--- src/rtl/pdb_pkg.sv ---
package pdb_pkg;

  localparam int OFS_MASK   = 0;
  localparam int OFS_STATUS = 4;
  localparam int OFS_ID     = 8;
  localparam int OFS_DB     = 12;

  typedef enum logic [1:0] {
    RD_ZERO   = 2'd0,
    RD_MASK   = 2'd1,
    RD_STATUS = 2'd2,
    RD_ID     = 2'd3
  } rdSel_t;

  typedef struct packed {
    logic   maskWr;
    logic   statusRd;
    logic   dbWr;
    rdSel_t rdSel;
  } pdbStrobes_t;

endpackage

--- src/rtl/pdb_ctrl.sv ---
module pdb_ctrl
  import pdb_pkg::*;
#(
  parameter int ADDR_W = 4
) (
  input  logic              busReq,
  input  logic              busWe,
  input  logic [ADDR_W-1:0] busAddr,
  input  logic              dbBusy,
  output logic              busAck,
  output pdbStrobes_t       strobes
);

  logic hitMask, hitStatus, hitId, hitDb;
  logic stallDb;

  assign hitMask   = (busAddr == ADDR_W'(OFS_MASK));
  assign hitStatus = (busAddr == ADDR_W'(OFS_STATUS));
  assign hitId     = (busAddr == ADDR_W'(OFS_ID));
  assign hitDb     = (busAddr == ADDR_W'(OFS_DB));

  assign stallDb = busWe && hitDb && dbBusy;
  assign busAck  = busReq && !stallDb;

  always_comb begin
    strobes.maskWr   = busAck && busWe && hitMask;
    strobes.statusRd = busAck && !busWe && hitStatus;
    strobes.dbWr     = busAck && busWe && hitDb;
    if (busWe)          strobes.rdSel = RD_ZERO;
    else if (hitMask)   strobes.rdSel = RD_MASK;
    else if (hitStatus) strobes.rdSel = RD_STATUS;
    else if (hitId)     strobes.rdSel = RD_ID;
    else                strobes.rdSel = RD_ZERO;
  end

endmodule

--- src/rtl/pdb_datapath.sv ---
module pdb_datapath
  import pdb_pkg::*;
#(
  parameter int DATA_W  = 32,
  parameter int ID_W    = 16,
  parameter int VEC_W   = 16,
  parameter int NUM_VEC = 4
) (
  input  logic               clk,
  input  logic               rstN,
  input  logic               msgMode,
  input  logic               nodeReady,
  input  logic [ID_W-1:0]    nodeId,
  input  pdbStrobes_t        strobes,
  input  logic [DATA_W-1:0]  busWdata,
  output logic [DATA_W-1:0]  busRdata,
  output logic               dbValid,
  input  logic               dbReady,
  output logic [ID_W-1:0]    dbDest,
  output logic [VEC_W-1:0]   dbVector,
  input  logic               evtValid,
  input  logic [VEC_W-1:0]   evtVector,
  output logic               intrOut,
  output logic [NUM_VEC-1:0] vecPulse,
  output logic               vecError
);

  localparam logic [VEC_W:0] VEC_LIMIT = (VEC_W+1)'(NUM_VEC);

  logic [DATA_W-1:0] maskReg;
  logic              statusBit;
  logic              pinEvt, msgEvt, vecOutOfRange;

  assign pinEvt        = evtValid && !msgMode;
  assign msgEvt        = evtValid && msgMode;
  assign vecOutOfRange = ({1'b0, evtVector} >= VEC_LIMIT);

  always_ff @(posedge clk) begin
    if (!rstN)                 maskReg <= '0;
    else if (strobes.maskWr)   maskReg <= busWdata;
  end

  always_ff @(posedge clk) begin
    if (!rstN)                 statusBit <= 1'b0;
    else if (pinEvt)           statusBit <= 1'b1;
    else if (strobes.statusRd) statusBit <= 1'b0;
  end

  assign intrOut = !msgMode && (|(maskReg & DATA_W'(statusBit)));

  always_ff @(posedge clk) begin
    if (!rstN)                           vecError <= 1'b0;
    else if (msgEvt && vecOutOfRange)    vecError <= 1'b1;
  end

  for (genvar v = 0; v < NUM_VEC; v++) begin : gVec
    always_ff @(posedge clk) begin
      if (!rstN) vecPulse[v] <= 1'b0;
      else       vecPulse[v] <= msgEvt && (evtVector == VEC_W'(v));
    end
  end

  always_ff @(posedge clk) begin
    if (!rstN) begin
      dbValid  <= 1'b0;
      dbDest   <= '0;
      dbVector <= '0;
    end else if (strobes.dbWr) begin
      dbValid  <= 1'b1;
      dbDest   <= busWdata[VEC_W +: ID_W];
      dbVector <= busWdata[VEC_W-1:0];
    end else if (dbValid && dbReady) begin
      dbValid  <= 1'b0;
    end
  end

  always_comb begin
    unique case (strobes.rdSel)
      RD_MASK:   busRdata = maskReg;
      RD_STATUS: busRdata = DATA_W'(statusBit);
      RD_ID:     busRdata = nodeReady ? DATA_W'(nodeId) : '1;
      default:   busRdata = '0;
    endcase
  end

endmodule

--- src/rtl/peer_doorbell_regs.sv ---
module peer_doorbell_regs
  import pdb_pkg::*;
#(
  parameter int ADDR_W  = 4,
  parameter int DATA_W  = 32,
  parameter int ID_W    = 16,
  parameter int VEC_W   = 16,
  parameter int NUM_VEC = 4
) (
  input  logic               clk,
  input  logic               rstN,
  input  logic               msgMode,
  input  logic               nodeReady,
  input  logic [ID_W-1:0]    nodeId,
  input  logic               busReq,
  input  logic               busWe,
  input  logic [ADDR_W-1:0]  busAddr,
  input  logic [DATA_W-1:0]  busWdata,
  output logic [DATA_W-1:0]  busRdata,
  output logic               busAck,
  output logic               dbValid,
  input  logic               dbReady,
  output logic [ID_W-1:0]    dbDest,
  output logic [VEC_W-1:0]   dbVector,
  input  logic               evtValid,
  input  logic [VEC_W-1:0]   evtVector,
  output logic               intrOut,
  output logic [NUM_VEC-1:0] vecPulse,
  output logic               vecError
);

  pdbStrobes_t strobes;

  pdb_ctrl #(.ADDR_W(ADDR_W)) u_ctrl (
    .busReq  (busReq),
    .busWe   (busWe),
    .busAddr (busAddr),
    .dbBusy  (dbValid),
    .busAck  (busAck),
    .strobes (strobes)
  );

  pdb_datapath #(
    .DATA_W(DATA_W), .ID_W(ID_W), .VEC_W(VEC_W), .NUM_VEC(NUM_VEC)
  ) u_dp (
    .clk       (clk),
    .rstN      (rstN),
    .msgMode   (msgMode),
    .nodeReady (nodeReady),
    .nodeId    (nodeId),
    .strobes   (strobes),
    .busWdata  (busWdata),
    .busRdata  (busRdata),
    .dbValid   (dbValid),
    .dbReady   (dbReady),
    .dbDest    (dbDest),
    .dbVector  (dbVector),
    .evtValid  (evtValid),
    .evtVector (evtVector),
    .intrOut   (intrOut),
    .vecPulse  (vecPulse),
    .vecError  (vecError)
  );

endmodule

--- config.mk ---
export PLATFORM = sky130hd
export DESIGN_NAME = peer_doorbell_regs
export DESIGN_NICKNAME = d
export VERILOG_FILES = /design/src/rtl/pdb_pkg.sv /design/src/rtl/pdb_ctrl.sv /design/src/rtl/pdb_datapath.sv /design/src/rtl/peer_doorbell_regs.sv
export SDC_FILE = /design/constraint.sdc
export NUM_CORES = 1
export LEC_CHECK = 0
export ABC_AREA = 1
export ABC_CLOCK_PERIOD_IN_PS = 2500
export BUFFER_PORTS_ARGS = -buffer_cell sky130_fd_sc_hd__buf_2
export CAP_MARGIN = 0
export CORE_ASPECT_RATIO = 1.25
export CORE_UTILIZATION = 37
export CTS_BUF_LIST = sky130_fd_sc_hd__clkbuf_8
export DETAILED_ROUTE_END_ITERATION = 8
export MAX_ROUTING_LAYER = met4
export PLACE_DENSITY = 0.65
export REMOVE_ABC_BUFFERS = 1
export SLEW_MARGIN = 20
export SYNTH_ARGS = -nofsm -noshare
export SYNTH_HDL_FRONTEND = slang
export SYNTH_SLANG_ARGS = --single-unit
--- constraint.sdc ---
create_clock -name clk -period 2.5 [get_ports clk]
set_clock_uncertainty 0.15 [all_clocks]
set_input_delay 0.75 -clock clk [delete_from_list [all_inputs] [get_ports clk]]
set_output_delay 0.75 -clock clk [all_outputs]
set_load 0.1 [all_outputs]
==> metrics.txt, run 1 <==
status=finished with violations; failing checks=setup timing; Worst Tran Pin Value=0.502 ns; crit-path cells=buf_6, nor2_4, nand2_4, nor3_4, buf_6, buf_6, o21ai_1, o211ai_1, clkbuf_16; setup TNS=-8.72 ns; Syn Inst Count=528; Slew Limit Headroom=0.667; share of cells above drive strength 1=0.337; Max Freq=355 MHz; crit path buf inv count=4; post-route ant nets=0; kind of critical path=primary input to output port; Post-Syn Area per Cell=6.25 um^2; H-tree Lvls=3; CTS Buf Count=9; Die X=86.4 um; leakage=2.92 nW; crit-path max FO=4; Synth Area in Simple Gates=0.361; FFs w/ async S/R, synth=0; gr usage total=0.199; CTS sink cnt=71; Worst-Skew Late Latency=0.33 ns; vias in the first global route=3424; global route overflow=0; Core Box Area=8650 um^2; Placement Cell Area=4940 um^2; Final WS setup=-0.317 ns; worst vdd ir=301 uV; post-synth cell types=22; register area share after synthesis=0.431; max_cap viols=0; final design utilization=0.616; largest net degree at the start of global routing=65; xor/xnor cell area share of the yosys netlist=0; n_diodes=0; largest family of logic cells by synthesized area=simple AND/OR/NAND/NOR gates; Worst Path Arrival=1.92 ns; clock buffer depth=2; mux share of post-synthesis cell area=0; Final setup viols=32; final hold vios=0; CP max stage delay=0.25 ns; Layout Nets=783; CTS tree=yes; WL/cell=10.7 um; # port buffers=147; Power Dens Cells=477 nW/um^2; vias per cell=4.45; CP Launch Type=primary input; Power, Total=2.54 mW; crit end category=output port; Yosys reg bits=71; Fillers=802; count of pins over their slew limit=0; Final period util=1.13; Initial Util=0.381; Worst-path clk slew=0.08 ns; worst min-delay path category=flop to flop; die area=9300 um^2; Top Ports=148; unrepaired setup endpoints after global routing=true; Post-Route WL=8870 um; commonest register cell after synthesis=dfxtp_1; DR vias=3701; adder-cell share of the synthesized area=0; Synth Area in Compound Gates=0.0800; Detail Placement HPWL=6470 um; CP top delay family=buffers and inverters; post-synthesis cell area=3300 um^2; TritonRoute pass-1 iters=4; Tmin final=2.82 ns; EDFF count, synth=0; DRC Markers=0; Layout Area Growth over Synthesis=61.5%; Required @ worst endpoint=1.60 ns; row cnt=38; Routability Congestion=0.809; initial antenna violation count=0; Clock Tree Root=clkbuf_8; Design Area, Final=5330 um^2; synth warn=0; global-route wire length before repair=14500 um; most used cell, CP=buf_6; first-iteration detailed-routing DRC count=187; Die Ht=108 um; slowest stage cell, crit path=clkbuf_16
==> power breakdown <==
part           internal (mW)  leakage [nW]  total [mW]  switching (mW)
clock                  0.596         0.117        1.04           0.439
combinational          0.124          2.23       0.352           0.228
sequential              1.15         0.573        1.15         0.00676
==> synth_stat cells (all sizes together) (2+ instances only) <==
library cell | count | area, um^2
nand4 | 2 | 27.5
inv | 76 | 285
nor2 | 144 | 543
dfxtp | 71 | 1420
nand3 | 4 | 25.0
buf | 17 | 96.3
o21ai | 48 | 240
nand2 | 146 | 551
clkbuf | 10 | 37.5
nor3 | 4 | 31.3
or2 | 2 | 12.5
==> worst min-delay path: stages, from the launching register on <==
cell	delay, ns
dfxtp_1	0.33
nand2_1	0.06
a21boi_1	0.05
==> layout make-up <==
cell class	instances	area, um^2	area share
clock inverter	6	91.3	0.0171
clock buffer	10	138	0.0258
multi-input combinational	353	1550	0.291
timing repair buffer	195	1690	0.317
inverter	77	289	0.0543
tap	120	150	0.0282
sequential	71	1420	0.267
==> cells in the final DEF (no fill, tap or decap), types with 2 or more instances in the layout <==
cell type	n
inv_1	75
o21ai_2	17
inv_6	2
inv_2	2
o21ai_0	12
nand3_1	3
buf_2	111
nor2_1	141
buf_6	6
or2_2	2
nand2_1	144
bufinv_16	2
buf_4	40
nor2_2	2
dfxtp_1	71
clkbuf_8	10
nor3_1	3
o21ai_1	19
buf_12	37
==> layer usage <==
layer | track usage | share of wire | wire, um | up-vias
met1 | 0.223 | 0.43 | 3810 | 1651
met5 | - | 0 | 0 | -
met4 | 0.0786 | 0.012 | 108 | 0
li1 | - | - | - | 1912
met2 | 0.351 | 0.50 | 4400 | 127
met3 | 0.0337 | 0.063 | 557 | 11
==> final timing paths <==
path | slack [ns] | to | depth (start not counted) | from
max | -0.32 | busRdata[0] | 9 | busAddr[1]
min | 0.33 | u_dp.dbValid$_SDFFE_PN0P_ | 2 | u_dp.dbValid$_SDFFE_PN0P_
max reg2reg | 0.97 | u_dp.maskReg[23]$_SDFFE_PN0P_ | 9 | u_dp.dbValid$_SDFFE_PN0P_
min reg2reg | 0.33 | u_dp.dbValid$_SDFFE_PN0P_ | 2 | u_dp.dbValid$_SDFFE_PN0P_
==> stage by stage <==
stage	setup WS, ns	instances	hold slack (ns)
floorplan	-1.92	501	0.324
global placement	-0.419	814	0.320
detailed placement	-0.531	814	0.318
CTS	-0.380	832	0.330
global route	-0.398	832	0.363
finish	-0.317	832	0.328
==> what timing repair did <==
| action | CTS | global route |
|---|---|---|
| hold buffers | 0 | 0 |
| pin swaps | 3 | 4 |
| endpoints found under the setup margin | 32 | 32 |
| endpoints found under the hold margin | 0 | 0 |
| gates resized for setup | 41 | 31 |
| gates cloned | 0 | 0 |
| buffers inserted | 2 | 0 |
==> cell families (layout without fill, tap and decap cells) <==
| logic type | Yosys count | after routing |
|---|---|---|
| buf+inv | 104 | 288 |
| flops | 71 | 71 |
| simple gates | 302 | 302 |
| compound gates | 51 | 51 |
==> sequential cells by signal, indices dropped and copies added (netlist names) <==
register / flops
u_dp.maskReg: 32
u_dp.vecPulse: 4
u_dp.dbDest: 16
u_dp.vecError: 1
u_dp.statusBit: 1
u_dp.dbVector: 16
u_dp.dbValid: 1
Note: power is estimated with default switching activity, not from simulation.
==> inputs of run 2 (changes only) <==
--- a/config.mk
+++ b/config.mk
@@ -13,7 +13,6 @@
 export CORE_UTILIZATION = 37
 export CTS_BUF_LIST = sky130_fd_sc_hd__clkbuf_8
 export DETAILED_ROUTE_END_ITERATION = 8
-export MAX_ROUTING_LAYER = met4
 export PLACE_DENSITY = 0.65
 export REMOVE_ABC_BUFFERS = 1
 export SLEW_MARGIN = 20
==> run 2 against run 1 <==
Net effect: the flow still finishes with violations (setup timing); first-iteration DRC count down 10%; maximum frequency fell by 0.13%; clock power about the same; critical endpoint is now busRdata[3]; largest cell class unchanged; largest power group unchanged.
==> metrics.txt, run 2 (synthesized netlist as in run 1, its figures left out) <==
status=finished with violations; failing checks=setup timing; CP Launch Type=primary input; DRC Markers=0 (unchanged); first-iteration detailed-routing DRC count=168 (-10%); worst vdd ir=301 uV (about the same); Power Dens Cells=477 nW/um^2 (about the same); biggest regs=u_dp.maskReg x32, u_dp.dbDest x16, u_dp.dbVector x16; Die X=86.4 um (unchanged); count of pins over their slew limit=0 (unchanged); crit path buf inv count=5 (+1); crit-path max FO=4 (unchanged); largest net degree at the start of global routing=65 (unchanged); Die Ht=108 um (unchanged); Initial Util=0.381 (unchanged); Detail Placement HPWL=6470 um (unchanged); CTS Buf Count=9 (unchanged); cell count after placement=814 (unchanged); # port buffers=147 (unchanged); CP max stage delay=0.16 ns (-0.09 ns); n_diodes=0 (unchanged); Required @ worst endpoint=1.60 ns (about the same); Final setup viols=32 (unchanged); max_cap viols=0 (unchanged); commonest non-fill, non-tap cell in the layout=nand2_1; slowest stage cell, crit path=nor3_4; Layout Area Growth over Synthesis=61.5% (unchanged); Layout Nets=783 (unchanged); pre-CTS setup slack=-0.531 ns (unchanged); vias per cell=4.44 (-0.24%); leakage=2.92 nW (unchanged); final hold slack=0.328 ns (+0.000224 ns); die area=9300 um^2 (unchanged); Worst R2R Start=u_dp.dbValid$_SDFFE_PN0P_; Top Ports=148 (unchanged); gr usage total=0.194 (-0.00533); global-route wire length before repair=14500 um (about the same); CP top delay family=buffers and inverters; min-delay src=u_dp.dbValid$_SDFFE_PN0P_; Worst-path clk slew=0.08 ns (about the same); clock buffer depth=2 (unchanged); H-tree Lvls=3 (unchanged); global route overflow=0 (unchanged); crit-path cells=buf_6, nor2_4, nand2_4, nor3_4, buf_6, buf_6, o21ai_2, o21ai_1, buf_4, buf_12; Largest register FFs=32 (unchanged); crit end category=output port; unrepaired setup endpoints after global routing=true; Slew Limit Headroom=0.665 (-0.00248); post-route ant nets=0 (unchanged); vias in the first global route=3425 (+0.029%); CTS Hold Bufs=0 (unchanged); worst min-delay path category=flop to flop; Max Freq=355 MHz (-0.13%); Worst-Skew Late Latency=0.33 ns (about the same); most used cell, CP=buf_6; Post-Route WL=8870 um (unchanged); share of cells above drive strength 1=0.337 (unchanged); kind of critical path=primary input to output port; Non-Filler Instances=832 (unchanged); TritonRoute pass-1 iters=4 (unchanged); Final WS setup=-0.321 ns (-0.00367 ns); Power, Total=2.54 mW (about the same); CTS tree=yes; initial antenna violation count=0 (unchanged); Routability Congestion=0.798 (-1.4%); DR vias=3692 (-0.24%); WL/cell=10.7 um (unchanged); CTS sink cnt=71 (unchanged); commonest cells after routing, fill and taps aside=nand2_1, nor2_1, buf_2, inv_1, dfxtp_1; Final period util=1.13 (+0.00147); Worst Tran Pin Value=0.506 ns (+0.00375 ns); Clock Tree Root=clkbuf_8; Core Box Area=8650 um^2 (unchanged); CP startpoint=busAddr[1]; final hold vios=0 (unchanged); row cnt=38 (unchanged); Tmin final=2.82 ns (+0.00367 ns); Most flops, register=u_dp.maskReg; Worst Path Arrival=1.92 ns (about the same)
-- run 2: layer usage --
layer,global-route usage,part of all wire,wire length (um),vias to the layer above
met5,0,0,0,-
met4,0.0786,0.011,100,0
met3,0.0383,0.063,559,11
met2,0.351,0.50,4410,116
met1,0.220,0.43,3800,1653
li1,-,-,-,1912
-- run 2: worst register-to-register path, cell delays in order (launching register included) --
cell and delay (ns):
dfxtp_1 0.35, nand2_1 0.07, inv_1 0.07, nand3_2 0.08, buf_4 0.15, nand4_4 0.07
buf_12 0.27, nand2_1 0.12, nand2_1 0.07, nor2_1 0.04
-- run 2: worst paths after layout --
path,endpoint,slack [ns],cells after the start
worst max register to register,u_dp.maskReg[23]$_SDFFE_PN0P_,0.96,9
worst min register to register,u_dp.dbValid$_SDFFE_PN0P_,0.33,2
worst max-delay path,busRdata[3],-0.32,10
worst min-delay path,u_dp.dbValid$_SDFFE_PN0P_,0.33,2
-- run 2: cell type report --
type | instances | area [um^2]
fill | 802 | 3330
timing repair buffer | 195 | 1690
multi-input combinational | 353 | 1550
sequential | 71 | 1420
inverter | 77 | 289
tap | 120 | 150
clock buffer | 10 | 138
clock inverter | 6 | 91.3
-- run 2: repair_timing --
| item | in CTS | in global routing |
|---|---|---|
| pin swaps | 3 | 4 |
| setup endpoints to repair | 32 | 32 |
| gates resized for setup | 41 | 31 |
| setup buffers | 2 | 0 |
-- run 2: through the flow --
step | TNS, ns | utilization | cell area, um^2
floorplan | -76.02 | - | 3160
global placement | -12.96 | 0.571 | 4940
global route | -10.91 | 0.616 | 5330
detailed placement | -15.33 | 0.571 | 4940
finish | -8.70 | 0.616 | 5330
CTS | -10.86 | 0.609 | 5270
-- run 2: where the power goes --
group	internal (mW)	leakage, nW	switching (mW)	total (mW)
logic	0.124	2.23	0.228	0.352
clock network	0.596	0.117	0.440	1.04
registers	1.15	0.573	0.00673	1.15
==> inputs of run 3 (changes only) <==
==> constraint.sdc (replaced) <==
create_clock -name clk -period 2.5 [get_ports clk]
set_clock_uncertainty 0.15 [all_clocks]
set_input_delay 0.25 -clock clk [delete_from_list [all_inputs] [get_ports clk]]
set_output_delay 0.25 -clock clk [all_outputs]
set_load 0.1 [all_outputs]
==> run 3 against run 2 <==
Net effect: via count decreased by 2.6%; cell count decreased by 1.2%; maximum frequency increased by 27%; the run now ends clean; worst setup slack improved by 0.61 ns; worst hold slack got worse by 0.29 ns; clock power decreased by 13%; sequential share of layout area increased by 1.1 points; combinational power increased by 2%.
==> metrics.txt, run 3 (synthesized netlist as in run 1, its figures left out) <==
Design Area, Final=5110 um^2 (-4.0%); Worst Path Arrival=1.82 ns (-0.10 ns); DR vias=3596 (-2.6%); Die X=86.4 um (unchanged); final hold vios=0 (unchanged); Hold Crit Depth=3 (+1); H-tree Lvls=3 (unchanged); first-iteration detailed-routing DRC count=130 (-23%); leakage=2.76 nW (-5.6%); Worst Tran Pin Value=0.902 ns (+0.396 ns); max_cap viols=0 (unchanged); commonest non-fill, non-tap cell in the layout=nand2_1; global-route wire length before repair=14800 um (+2.2%); worst vdd ir=325 uV (+7.9%); Detail Placement HPWL=5900 um (-8.8%); Die Ht=108 um (unchanged); Required @ worst endpoint=2.10 ns (+0.50 ns); Worst-Skew Late Latency=0.34 ns (about the same); final design utilization=0.591 (-0.0247); clock buffer depth=2 (unchanged); cts repair resizes=0 (-100%); Largest register FFs=32 (unchanged); Placement Cell Area=4570 um^2 (-7.6%); R2R setup slack=0.57 ns (-0.39 ns); RR Endpoint=u_dp.maskReg[11]$_SDFFE_PN0P_; worst min-delay path category=primary input to flop; Initial Util=0.381 (unchanged); Final setup viols=0 (-100%); global route overflow=0 (unchanged); biggest regs=u_dp.maskReg x32, u_dp.dbDest x16, u_dp.dbVector x16; CP Launch Type=primary input; Routability Congestion=0.894 (+12%); Reg2Reg Depth=6 (-3); Clock Tree Root=clkbuf_8; Layout Area Growth over Synthesis=55.0%; largest net degree at the start of global routing=66 (+1.5%); Most flops, register=u_dp.maskReg; Tmin final=2.22 ns (-0.605 ns); crit end category=output port; Power Dens Cells=472 nW/um^2 (-1.0%); crit-path max FO=16 (+12); Max Freq=451 MHz (+27%); Top Ports=148 (unchanged); Layout Nets=776 (-0.89%); Post-Route WL=9140 um (+3.1%); TritonRoute pass-1 iters=4 (unchanged); Power, Total=2.41 mW (-5.0%); Worst-path clk slew=0.06 ns (-0.02 ns); DRC Markers=0 (unchanged); # port buffers=147 (unchanged); post-route ant nets=0 (unchanged); CTS Buf Count=9 (unchanged); post-CTS setup buffer count=0 (-2); Fillers=812 (+1.2%); Min-Delay Endpoint=u_dp.statusBit$_SDFFE_PN0P_; kind of critical path=primary input to output port; gr usage total=0.203 (+0.00940); unrepaired setup endpoints after global routing=false; WL/cell=11.1 um (+4.4%); n_diodes=0 (unchanged); Core Box Area=8650 um^2 (unchanged); CTS tree=yes; Slew Limit Headroom=0.399 (-0.266); vias per cell=4.37 (-1.4%); min-delay src=evtValid; Worst R2R Start=u_dp.dbValid$_SDFFE_PN0P_; die area=9300 um^2 (unchanged); CTS sink cnt=71 (unchanged); Final period util=0.886 (-0.242); commonest cells after routing, fill and taps aside=nand2_1, nor2_1, buf_2, inv_1, dfxtp_1; status=completed; initial antenna violation count=0 (unchanged); CTS Hold Bufs=36 (+36); setup TNS=0 ns (+8.70 ns); row cnt=38 (unchanged); Final WS setup=0.285 ns (+0.605 ns); vias in the first global route=3401 (-0.70%); pre-CTS setup slack=0.284 ns (+0.815 ns); count of pins over their slew limit=0 (unchanged); share of cells above drive strength 1=0.244 (-0.0935)
-- run 3: changes by cell type in the layout (fill, tap and decap cells not counted), sizes merged --
| cell | delta |
|---|---|
| bufinv | -1 |
| clkinv | -1 |
| buf | -42 |
| dlygate4sd3 | +36 |
| inv | -2 |
-- run 3: cell type report --
cell class	instances	area (um^2)	area share
clock buffers	11	151	0.0296
clock inverters	2	33.8	0.00661
inverters	77	289	0.0565
multi-input cells	353	1450	0.284
flip-flops and latches	71	1420	0.278
well taps	120	150	0.0294
repair buffers	188	1610	0.316
-- run 3: how the worst max path moves through the flow --
stage	startpoint	endpoint	slack (ns)	depth (start not counted)
2_1_floorplan	busAddr[1]	busRdata[10]	-0.92	5
3_3_place_gp	busAddr[1]	busRdata[31]	0.42	7
3_5_place_dp	busAddr[1]	busRdata[16]	0.28	7
4_1_cts	busAddr[1]	busRdata[16]	0.25	7
5_1_grt	busAddr[1]	busRdata[16]	0.17	7
6_report	busAddr[1]	busRdata[16]	0.28	7
-- run 3: critical path: stages --
cell and delay [ns]:
buf_2 0.10, nor2_1 0.18, nand2_1 0.17, nor3_4 0.32
nand2_2 0.29, o21ai_0 0.27, buf_12 0.23
-- run 3: through the flow --
| stage | cells | hold WS [ns] |
|---|---|---|
| finish | 822 | 0.0371 |
| global placement | 773 | 0.296 |
| floorplan | 501 | 0.178 |
| CTS | 822 | 0.0259 |
| detailed placement | 773 | 0.306 |
| global route | 822 | 0.0629 |
-- run 3: metal layers --
metal | track usage | share of wire | wire (um)
met1 | 0.217 | 0.42 | 3880
met4 | 0.0952 | 0.015 | 140
met5 | 0 | 0 | 0
met2 | 0.371 | 0.51 | 4630
met3 | 0.0506 | 0.054 | 493
-- run 3: power by group --
group          internal [mW]  switching [mW]
Clock                  0.496           0.406
Sequential              1.15         0.00646
Combinational          0.133           0.225
